File: src/rtl/gia_pkg.sv
package gia_pkg;

    localparam int BYTE_W = 8;

    localparam logic [7:0] A_CUR  = 8'h28;
    localparam logic [7:0] A_CHAN = 8'h29;
    localparam logic [7:0] A_CNT  = 8'h2A;
    localparam logic [7:0] A_FIFO = 8'h2B;
    localparam logic [7:0] A_CTRL = 8'h2C;

    typedef struct packed {
        logic [2:0] count;
        logic [2:0] kind;
        logic [1:0] chan;
    } cur_irq_t;

    typedef enum logic [1:0] {
        VEC_FULL      = 2'b00,
        VEC_CHAN      = 2'b01,
        VEC_KIND_CHAN = 2'b10,
        VEC_NONE      = 2'b11
    } vec_mode_e;

    function automatic logic kind_is_rx(input logic [2:0] k);
        return k[1:0] == 2'b11;
    endfunction

    function automatic logic kind_is_tx(input logic [2:0] k);
        return k[1:0] == 2'b10;
    endfunction

    function automatic logic [BYTE_W-1:0] make_vector(input vec_mode_e mode,
                                                      input logic [BYTE_W-1:0] base,
                                                      input cur_irq_t cur);
        logic [BYTE_W-1:0] v;
        unique case (mode)
            VEC_FULL:      v = base;
            VEC_CHAN:      v = {base[7:2], cur.chan};
            VEC_KIND_CHAN: v = {base[7:5], cur.kind, cur.chan};
            default:       v = '1;
        endcase
        return v;
    endfunction

endpackage

File: src/rtl/gia_strobe_edge.sv
module gia_strobe_edge #(
    parameter int N = 2
) (
    input  logic         clk,
    input  logic         rst,
    input  logic [N-1:0] level,
    output logic [N-1:0] start
);
    logic [N-1:0] level_q;

    always_ff @(posedge clk) begin
        if (rst) level_q <= '0;
        else     level_q <= level;
    end

    assign start = level & ~level_q;
endmodule

File: src/rtl/gia_ctrl_regs.sv
module gia_ctrl_regs
    import gia_pkg::*;
#(
    parameter int ADDR_W = 8
) (
    input  logic              clk,
    input  logic              rst,
    input  logic              wr_start,
    input  logic [ADDR_W-1:0] addr,
    input  logic [BYTE_W-1:0] wdata,
    output logic [BYTE_W-1:0] vec_base,
    output logic [BYTE_W-1:0] ctrl
);
    always_ff @(posedge clk) begin
        if (rst) begin
            vec_base <= '0;
            ctrl     <= '0;
        end else if (wr_start) begin
            if (addr == ADDR_W'(A_CHAN)) vec_base <= wdata;
            if (addr == ADDR_W'(A_CTRL)) ctrl     <= wdata;
        end
    end
endmodule

File: src/rtl/gia_route.sv
module gia_route
    import gia_pkg::*;
#(
    parameter int NUM_CH = 4
) (
    input  cur_irq_t                 cur,
    input  logic                     rd_start,
    input  logic                     wr_start,
    input  logic                     fifo_hit,
    input  logic                     iack,
    input  logic [NUM_CH*BYTE_W-1:0] rx_data_i,
    input  logic [BYTE_W-1:0]        wdata,
    output logic [NUM_CH-1:0]        rx_pop,
    output logic [NUM_CH-1:0]        tx_push,
    output logic [BYTE_W-1:0]        tx_data,
    output logic [BYTE_W-1:0]        rx_byte
);
    logic [NUM_CH-1:0] sel;
    logic rx_ok, tx_ok, pop_go, push_go;

    assign rx_ok   = kind_is_rx(cur.kind);
    assign tx_ok   = kind_is_tx(cur.kind);
    assign pop_go  = rd_start & fifo_hit & ~iack & rx_ok;
    assign push_go = wr_start & fifo_hit & ~iack & tx_ok;
    assign tx_data = wdata;

    for (genvar ch = 0; ch < NUM_CH; ch++) begin : g_ch
        assign sel[ch]     = (cur.chan == 2'(ch));
        assign rx_pop[ch]  = sel[ch] & pop_go;
        assign tx_push[ch] = sel[ch] & push_go;
    end

    always_comb begin
        rx_byte = '1;
        if (rx_ok) begin
            for (int ch = 0; ch < NUM_CH; ch++) begin
                if (sel[ch]) rx_byte = rx_data_i[ch*BYTE_W +: BYTE_W];
            end
        end
    end
endmodule

File: src/rtl/gia_access_port.sv
module gia_access_port
    import gia_pkg::*;
#(
    parameter int NUM_CH = 4,
    parameter int ADDR_W = 8
) (
    input  logic                     clk,
    input  logic                     rst,
    input  logic [ADDR_W-1:0]        bus_addr,
    input  logic [7:0]               bus_wdata,
    input  logic                     bus_rd,
    input  logic                     bus_wr,
    output logic [7:0]               bus_rdata,
    input  logic                     iack,
    input  logic [7:0]               cir_i,
    input  logic [NUM_CH*8-1:0]      rx_data_i,
    output logic [NUM_CH-1:0]        rx_pop,
    output logic [NUM_CH-1:0]        tx_push,
    output logic [7:0]               tx_data
);
    cur_irq_t          cur;
    logic [1:0]        starts;
    logic              rd_start, wr_start, fifo_hit;
    logic [BYTE_W-1:0] vec_base, icr_q, rx_byte, vec_out;

    assign cur      = cur_irq_t'(cir_i);
    assign fifo_hit = (bus_addr == ADDR_W'(A_FIFO));

    gia_strobe_edge #(.N(2)) edge_i (
        .clk   (clk),
        .rst   (rst),
        .level ({bus_wr, bus_rd}),
        .start (starts)
    );
    assign rd_start = starts[0];
    assign wr_start = starts[1];

    gia_ctrl_regs #(.ADDR_W(ADDR_W)) regs_i (
        .clk      (clk),
        .rst      (rst),
        .wr_start (wr_start),
        .addr     (bus_addr),
        .wdata    (bus_wdata),
        .vec_base (vec_base),
        .ctrl     (icr_q)
    );

    gia_route #(.NUM_CH(NUM_CH)) route_i (
        .cur       (cur),
        .rd_start  (rd_start),
        .wr_start  (wr_start),
        .fifo_hit  (fifo_hit),
        .iack      (iack),
        .rx_data_i (rx_data_i),
        .wdata     (bus_wdata),
        .rx_pop    (rx_pop),
        .tx_push   (tx_push),
        .tx_data   (tx_data),
        .rx_byte   (rx_byte)
    );

    assign vec_out = make_vector(vec_mode_e'(icr_q[1:0]), vec_base, cur);

    always_comb begin
        bus_rdata = '0;
        if (iack) begin
            bus_rdata = vec_out;
        end else if (bus_rd) begin
            unique case (bus_addr)
                ADDR_W'(A_CUR):  bus_rdata = cir_i;
                ADDR_W'(A_CHAN): bus_rdata = {6'b0, cur.chan};
                ADDR_W'(A_CNT):  bus_rdata = {5'b0, cur.count};
                ADDR_W'(A_FIFO): bus_rdata = rx_byte;
                ADDR_W'(A_CTRL): bus_rdata = icr_q;
                default:         bus_rdata = '0;
            endcase
        end
    end
endmodule

File: config.mk
export PLATFORM = sky130hd
export DESIGN_NAME = gia_access_port
export DESIGN_NICKNAME = d
export VERILOG_FILES = /design/src/rtl/gia_pkg.sv /design/src/rtl/gia_strobe_edge.sv /design/src/rtl/gia_ctrl_regs.sv /design/src/rtl/gia_route.sv /design/src/rtl/gia_access_port.sv
export SDC_FILE = /design/constraint.sdc
export NUM_CORES = 1
export LEC_CHECK = 0
export BUFFER_PORTS_ARGS = -buffer_cell sky130_fd_sc_hd__buf_4
export CAP_MARGIN = 15
export CORE_ASPECT_RATIO = 0.5
export CORE_MARGIN = 10
export CORE_UTILIZATION = 27
export DETAILED_ROUTE_END_ITERATION = 7
export SLEW_MARGIN = 30
export SYNTH_ARGS = -nofsm -noshare
export SYNTH_HDL_FRONTEND = slang
export SYNTH_SLANG_ARGS = --single-unit
File: constraint.sdc
create_clock -name clk -period 1.8 [get_ports clk]
set_clock_uncertainty 0.2 [all_clocks]
set_input_delay 0.09 -clock clk [delete_from_list [all_inputs] [get_ports clk]]
set_output_delay 0.09 -clock clk [all_outputs]
set_load 0.01 [all_outputs]
==> results.md, run 1 <==
* Slew headroom at 0.766
* Sink Count at 18
* N_diodes at 0
* Proportion of layout cells with a drive suffix above 1 at 0.434
* RSZ-0062 raised after global routing: false
* DRT Wirelength at 5670 um
* Placed wire-length estimate at approximately 4600 um
* Synth cell count leaders: nand2b_1, mux2i_1, dfxtp_1, o2111ai_1
* Ys Warns at 0
* Later-pin clock latency in the skew report at approximately 0.25 ns
* Tot GR Track Use at 0.109
* Area Overhead vs Synth at 53.9%
* Slowest cell on crit path: dfxtp_4
* CTS tree: yes
* EDFF count, synth at 0
* Pwr/cell area at between 400 and 500 nW/um^2
* Critical path class: register to primary output
* PnR worst setup slack at around 0.066 ns
* Core area at ~5600 sq um
* Worst-case clock buffer depth at 2
* Post-synthesis cell count at between 150 and 200
* Outcome: completed
* Vias at 1630
* Worst-Margin Slew at 0.346 ns
* WP data required at approximately 1.5 ns
* RR Startpoint: edge_i.level_q[1]
* Area leader, netlist: dfxtp_1
* DR pass1 iterations at 4
* Cell Count, Final, Fillers Out at around 320
* Synth top area share at 0.226
* Crit-path max cell delay at roughly 0.38 ns
* Worst Hold Depth at 3
* Max-Cap Viols at 0
* Most frequent cell after synthesis: nand2b_1
* Hold worst-path end: regs_i.ctrl[1]
* Sequential fraction of the synthesis area at 0.226
* RD Place Congestion at approximately 0.86
* IO buf count at 84
* Most used flip-flop cell after synthesis: dfxtp_1
* Vias in the first global route at ~1700
* Buf/Inv on CP at 1
* DIE WIDTH at around 130 um
* Hold_sp: rst
* Hold Path Class: input pin to register
* Worst Setup Start Kind: register
* Top area cells in the synthesized netlist: dfxtp_1, mux2i_1, nand2b_1
* Initial core utilization at 0.285
* # rows at 19
* Maximum vdd drop at 315 uV
* Die height at 74.3 um
* Nets at about 310
* Global-route wire length before repair at approximately 8500 um
* Asr flop ratio synth at 0
* Post-Route Utilization at 0.439
* Arr. time, crit path at around 1.4 ns
* Num CTS Buffers at 3
* WHS at 0.0918 ns
* Cell variety after synth at 38
* Remaining Overflow, GRT at 0
* Tmin final at ~1.7 ns
* Fmax achieved at 577 MHz
* Post-synthesis register bit count at 18
* Synth Net Count at about 230
* Hold Vio Cnt, Final at 0
* Top delay family on crit path: flip-flops
* Register-to-Register Path Depth at 3
* Largest net degree at the start of global routing at 27
* # IOs at 85
* DR DRC count at 0
* Initial antenna violation count at 0
* Cells after DPL at approximately 310
* Max Slew Vio Count at 0
* Antenna viol nets, final at 0
* Post-Syn Area at ~1600 sq um
* Setup bufs post-CTS at 0
* Flop-to-flop setup slack at around 0.26 ns
* DRT iter0 DRCs at 88
* Fraction of the cycle the final worst path needs at 0.963
* Final setup vio count at 0
* Endpoint type of the worst setup path: primary output
* Vias per cell at between 5 and 6
* Reg clk slew, reported paths at about 0.05 ns
* Crit-path cells: mux2_2 > o221ai_1 > o311ai_1 > buf_4
* CTS H-Tree Depth at 1
* Die area at 9560 sq um
* RR Endpoint: regs_i.vec_base[6]
* Pleak at approximately 1.1 nW
* DP Worst Slack at 0.0123 ns
* Wire per inst at 17.6 um
* Setup TNS at 0 ns
* Critical-path maximum fanout at 7
* CTS Root Cell: clkbuf_16
* Avg Inst Size Synth at roughly 9.5 sq um
[kinds of logic (layout without fill, tap and decap cells)]
group	Yosys count	count (layout)	synth area share
AOI/OAI and AO/OA	27	27	0.133
muxes	32	32	0.280
buffers and inverters	25	107	0.0958
and+or+nand+nor	65	65	0.265
DFF	18	18	0.226
[how the worst max path moves through the flow]
stage	cells past startpoint	start	endpoint	slack, ns
2_1_floorplan	4	regs_i.ctrl[1]	bus_rdata[1]	0.22
3_3_place_gp	5	cir_i[0]	bus_rdata[1]	0.02
3_5_place_dp	5	cir_i[0]	bus_rdata[1]	0.01
4_1_cts	4	regs_i.ctrl[1]	bus_rdata[1]	0.04
5_1_grt	5	cir_i[0]	bus_rdata[4]	0.001
6_report	4	regs_i.ctrl[1]	bus_rdata[1]	0.07
[state kept, by name, summed over array words and instances, names as in the netlist]
| register | count |
|---|---|
| edge_i.level_q | 2 |
| regs_i.ctrl | 8 |
| regs_i.vec_base | 8 |
[layout make-up]
| cell class | instances | area, sq um |
|---|---|---|
| clock buffer | 4 | 88.8 |
| fill | 537 | 3140 |
| inverter | 2 | 7.51 |
| multi-input combinational | 124 | 1100 |
| sequential | 18 | 364 |
| tap | 73 | 91.3 |
| timing repair buffer | 101 | 801 |
[routing by layer]
metal	GRT usage	wire, um	vias up	part of all wire
met3	0.0241	302	4	0.053
met4	0.0307	61	0	0.011
li1	-	-	802	-
met5	0	0	-	0
met1	0.125	2280	780	0.40
met2	0.201	3020	44	0.53
[worst reg2reg max path: cells and delay by family (launching register included)]
family           cells  cell delay, ns
DFF                  1            0.29
muxes                1            0.23
and+or+nand+nor      2            0.74
[power by group]
group	internal, W	switching, W
Sequential	0.000400	0.000000598
Combinational	0.000175	0.000109
Clock	0.000338	0.000156
Total	0.000913	0.000266
[through the flow]
step,power (W),instance area [sq um]
after CTS,0.00119,2430
final,0.00118,2450
after floorplan,0.000541,1590
after global placement,0.000668,2220
after detailed placement,0.000672,2220
after global routing,0.00123,2450
[layout by cell type (no fill, tap or decap), drive strengths merged, types with 5 or more instances in the layout]
cell type,instances
nor2,5
dfxtp,18
mux4,8
nand2b,27
mux2i,21
o211ai,5
o221ai,5
o2111ai,9
buf,89
dlygate4sd3,12
[repair_timing]
action,in CTS,in global routing
hold buffers,12,0
gates resized for setup,2,4
gates cloned,0,0
endpoints found under the setup margin,3,4
endpoints found under the hold margin,18,0
pin swaps,0,1
(Power assumes the default switching activity.)
==> inputs of run 2 (changes only) <==
ABC_AREA = 1   (was not set)
CORE_UTILIZATION = 46   (was 27)
PLACE_DENSITY = 0.8   (was not set)
==> run 2 against run 1 <==
- clock power shrank 32%
- total power shrank 12%
- utilization grew 26 points
- hold slack gained 0.029 ns
- synthesized cell count grew 79%
- synthesized area grew 6.8%
- routed wire length grew 3.5%
- critical path depth grew 2
- first-iteration DRC count grew 17%
- sequential power is essentially flat
- sequential cell count is the same
==> results.md, run 2 <==
* CTS tree: yes
* Placed wire-length estimate at 4710 um (+2.8%)
* Crit-path max cell delay at 0.42 ns (+0.04 ns)
* Nets at 446 (+43%)
* XOR/XNOR share of the synthesized area at 0 (unchanged)
* WP data required at 1.51 ns (about the same)
* Pleak at 1.34 nW (+25%)
* RD Place Congestion at 0.889 (+3.1%)
* Setup TNS at 0 ns (unchanged)
* Largest regs: regs_i.ctrl (8), regs_i.vec_base (8), edge_i.level_q (2)
* Proportion of layout cells with a drive suffix above 1 at 0.286 (-0.147)
* Simple-Gate Fraction of Synth Area at 0.452 (+0.187)
* Synth Net Count at 360 (+58%)
* Later-pin clock latency in the skew report at 0.26 ns (about the same)
* Complex-gate fraction of the synthesized area at 0.142 (+0.00926)
* Synth top area share at 0.212 (-0.0143)
* Arr. time, crit path at 1.36 ns (-0.08 ns)
* Worst-case clock buffer depth at 2 (unchanged)
* Buf/Inv on CP at 2 (+1)
* Initial core utilization at 0.487 (+0.202)
* Sink Count at 18 (unchanged)
* Slew headroom at 0.750 (-0.0164)
* Die area at 6680 sq um (-30%)
* Final setup vio count at 0 (unchanged)
* Tot GR Track Use at 0.165 (+0.0568)
* Die height at 63.0 um (-15%)
* Endpoint type of the worst setup path: primary output
* Pwr/cell area at 424 nW/um^2 (-12%)
* Post-synthesis register bit count at 18 (unchanged)
* Vias in the first global route at 1943 (+15%)
* Asr flop ratio synth at 0 (unchanged)
* Psw at 0.000287 W (+8.2%)
* # IOs at 85 (unchanged)
* Critical-path maximum fanout at 6 (-1)
* Sequential fraction of the synthesis area at 0.212 (-0.0143)
* Cell variety after synth at 25 (-34%)
* Vias at 2062 (+27%)
* IO buf count at 84 (unchanged)
* Commonest non-fill, non-tap cells in the layout: nand2_1, buf_4, inv_1, nor2_1, o21ai_0
* Top delay family on crit path: flip-flops
* Worst-Margin Slew at 0.375 ns (+0.0286 ns)
* Outcome: completed
* Fraction of the cycle the final worst path needs at 0.919 (-0.0444)
* DRT iter0 DRCs at 103 (+17%)
* Vias per cell at 4.74 (-6.4%)
* DRT Wirelength at 5870 um (+3.5%)
* Hold_sp: bus_addr[1]
* Hold Vio Cnt, Final at 0 (unchanged)
* Top area cells in the synthesized netlist: dfxtp_1, nand2_1, inv_1
* Fillers at 331 (-38%)
* Wire per inst at 13.5 um (-23%)
* CTS Root Cell: clkbuf_8
* N_diodes at 0 (unchanged)
* RSZ-0062 raised after global routing: false
* Maximum vdd drop at 514 uV (+63%)
* Hold Path Class: input pin to register
* Post-synthesis cell count at 299 (+79%)
* Tmin final at 1.65 ns (-0.0800 ns)
* Hold worst-path end: regs_i.vec_base[3]
* Most frequent cell after synthesis: nand2_1
* DR DRC count at 0 (unchanged)
* Ys Warns at 0 (unchanged)
* Max-Cap Viols at 0 (unchanged)
* Worst Hold Depth at 5 (+2)
* Area leader, netlist: dfxtp_1
* EDFF count, synth at 0 (unchanged)
* Largest net degree at the start of global routing at 17 (-37%)
* Post-Synth Adder-Cell Area at 0 (unchanged)
* Reg power frac at 0.389 (+0.049)
* Flop-to-flop setup slack at 0.25 ns (about the same)
* Register-to-Register Path Depth at 4 (+1)
* Antenna viol nets, final at 0 (unchanged)
* DIE WIDTH at 106 um (-18%)
* Initial antenna violation count at 0 (unchanged)
* RR Startpoint: edge_i.level_q[1]
* Most used flip-flop cell after synthesis: dfxtp_1
* Remaining Overflow, GRT at 0 (unchanged)
* Synth cell count leaders: nand2_1, inv_1, nor2_1, o21ai_0, dfxtp_1
* Largest family of logic cells by synthesized area: simple AND/OR/NAND/NOR gates
* Max Slew Vio Count at 0 (unchanged)
* Crit-path cells: inv_1 > nand2_1 > nand2_1 > o221ai_1 > nand2_1 > buf_4
* CP most frequent cell: nand2_1
* Critical path class: register to primary output
* Cell-internal power at 0.000747 W (-18%)
* Mux cell area share after synthesis at 0 (-0.280)
* Core area at 3490 sq um (-38%)
* CTS H-Tree Depth at 1 (unchanged)
* Commonest non-fill, non-tap cell in the layout: nand2_1
* Combinational power share at 0.286 (+0.045)
* RR Endpoint: regs_i.ctrl[2]
* Cell Count, Final, Fillers Out at 435 (+35%)
* Area Overhead vs Synth at 43.6%
* Sw frac at 0.278 (+0.0524)
* # rows at 15 (-4)
* DR pass1 iterations at 4 (unchanged)
* Num CTS Buffers at 3 (unchanged)
* Worst Setup Start Kind: register
* Avg Inst Size Synth at 5.69 sq um (-40%)
* Slowest cell on crit path: dfxtp_1
* Reg clk slew, reported paths at 0.07 ns (+0.02 ns)
* Cells after DPL at 420 (+37%)
* Global-route wire length before repair at 9210 um (+8.5%)
* Clock share of power at 0.324 (-0.095)
* Post-Syn Area at 1700 sq um (+6.8%)
* Fmax achieved at 605 MHz (+4.8%)
[run 2: cell types whose count changed after synthesis, sizes merged, moves of 5 or more]
cell | previous run | this run
nand2 | 3 | 101
inv | 2 | 52
nor2 | 5 | 38
nand2b | 27 | 0
o21ai | 3 | 30
mux2i | 21 | 0
nand3 | 4 | 16
o2111ai | 9 | 0
mux4 | 8 | 0
a21oi | 2 | 8
o211ai | 5 | 0
[run 2: worst max path at each step]
stage	endpoint	slack, ns	startpoint	depth (start not counted)
global route	bus_rdata[0]	0.04	regs_i.ctrl[1]	6
detailed placement	regs_i.ctrl[2]	0.14	edge_i.level_q[1]	4
global placement	regs_i.ctrl[3]	0.19	edge_i.level_q[1]	4
CTS	regs_i.ctrl[2]	0.12	edge_i.level_q[1]	4
floorplan	regs_i.ctrl[0]	0.53	edge_i.level_q[1]	5
finish	bus_rdata[0]	0.15	regs_i.ctrl[1]	6
[run 2: layout make-up]
class | instances | area, sq um | share of cell area
Tap cell | 51 | 63.8 | 0.0261
Clock buffer | 4 | 55.1 | 0.0225
Multi-Input combinational cell | 213 | 1010 | 0.414
Timing Repair Buffer | 97 | 756 | 0.309
Sequential cell | 18 | 360 | 0.148
Inverter | 52 | 195 | 0.0799
[run 2: cell families after synthesis]
kind of cell,after synthesis
buffers and inverters,68
AOI/OAI and AO/OA,44
and+or+nand+nor,169
DFF,18
[run 2: repair_timing]
item | in CTS | in global routing
hold endpoints to repair | 18 | 0
resized for setup | 0 | 1
endpoints found under the setup margin | 0 | 1
hold buffers | 11 | 0
setup buffers | 0 | 0
[run 2: metrics by stage]
step                utilization  total power (W)  setup WS (ns)  hold slack (ns)  area [sq um]
finish                    0.700          0.00103          0.146            0.120          2440
floorplan                     -         0.000553          0.527          -0.0376          1700
CTS                       0.699          0.00103          0.121            0.119          2440
global route              0.700          0.00109         0.0405            0.141          2440
global placement          0.652         0.000680          0.195           0.0713          2270
detailed placement        0.652         0.000686          0.139           0.0781          2270
[run 2: per-layer routing]
layer  vias up  global-route usage  share of wire
li1       1090                   -              -
met1       920               0.194           0.44
met2        45               0.293           0.49
met3         7              0.0360          0.061
met4         0              0.0503          0.013
met5         -                   0              0
[run 2: power by group through the flow]
stage | Combinational, W | Clock [W] | Sequential, W
after floorplan | 0.000142 | 0 | 0.000411
after global placement | 0.000269 | 0 | 0.000411
after detailed placement | 0.000274 | 0 | 0.000411
after CTS | 0.000295 | 0.000337 | 0.000403
after global routing | 0.000325 | 0.000357 | 0.000403
final | 0.000296 | 0.000336 | 0.000403
[run 2: tightest hold or removal path, cell delays in order]
cell	delay, ns
buf_4	0.09
inv_2	0.05
nand4_4	0.17
nor3_1	0.06
nor2_1	0.08
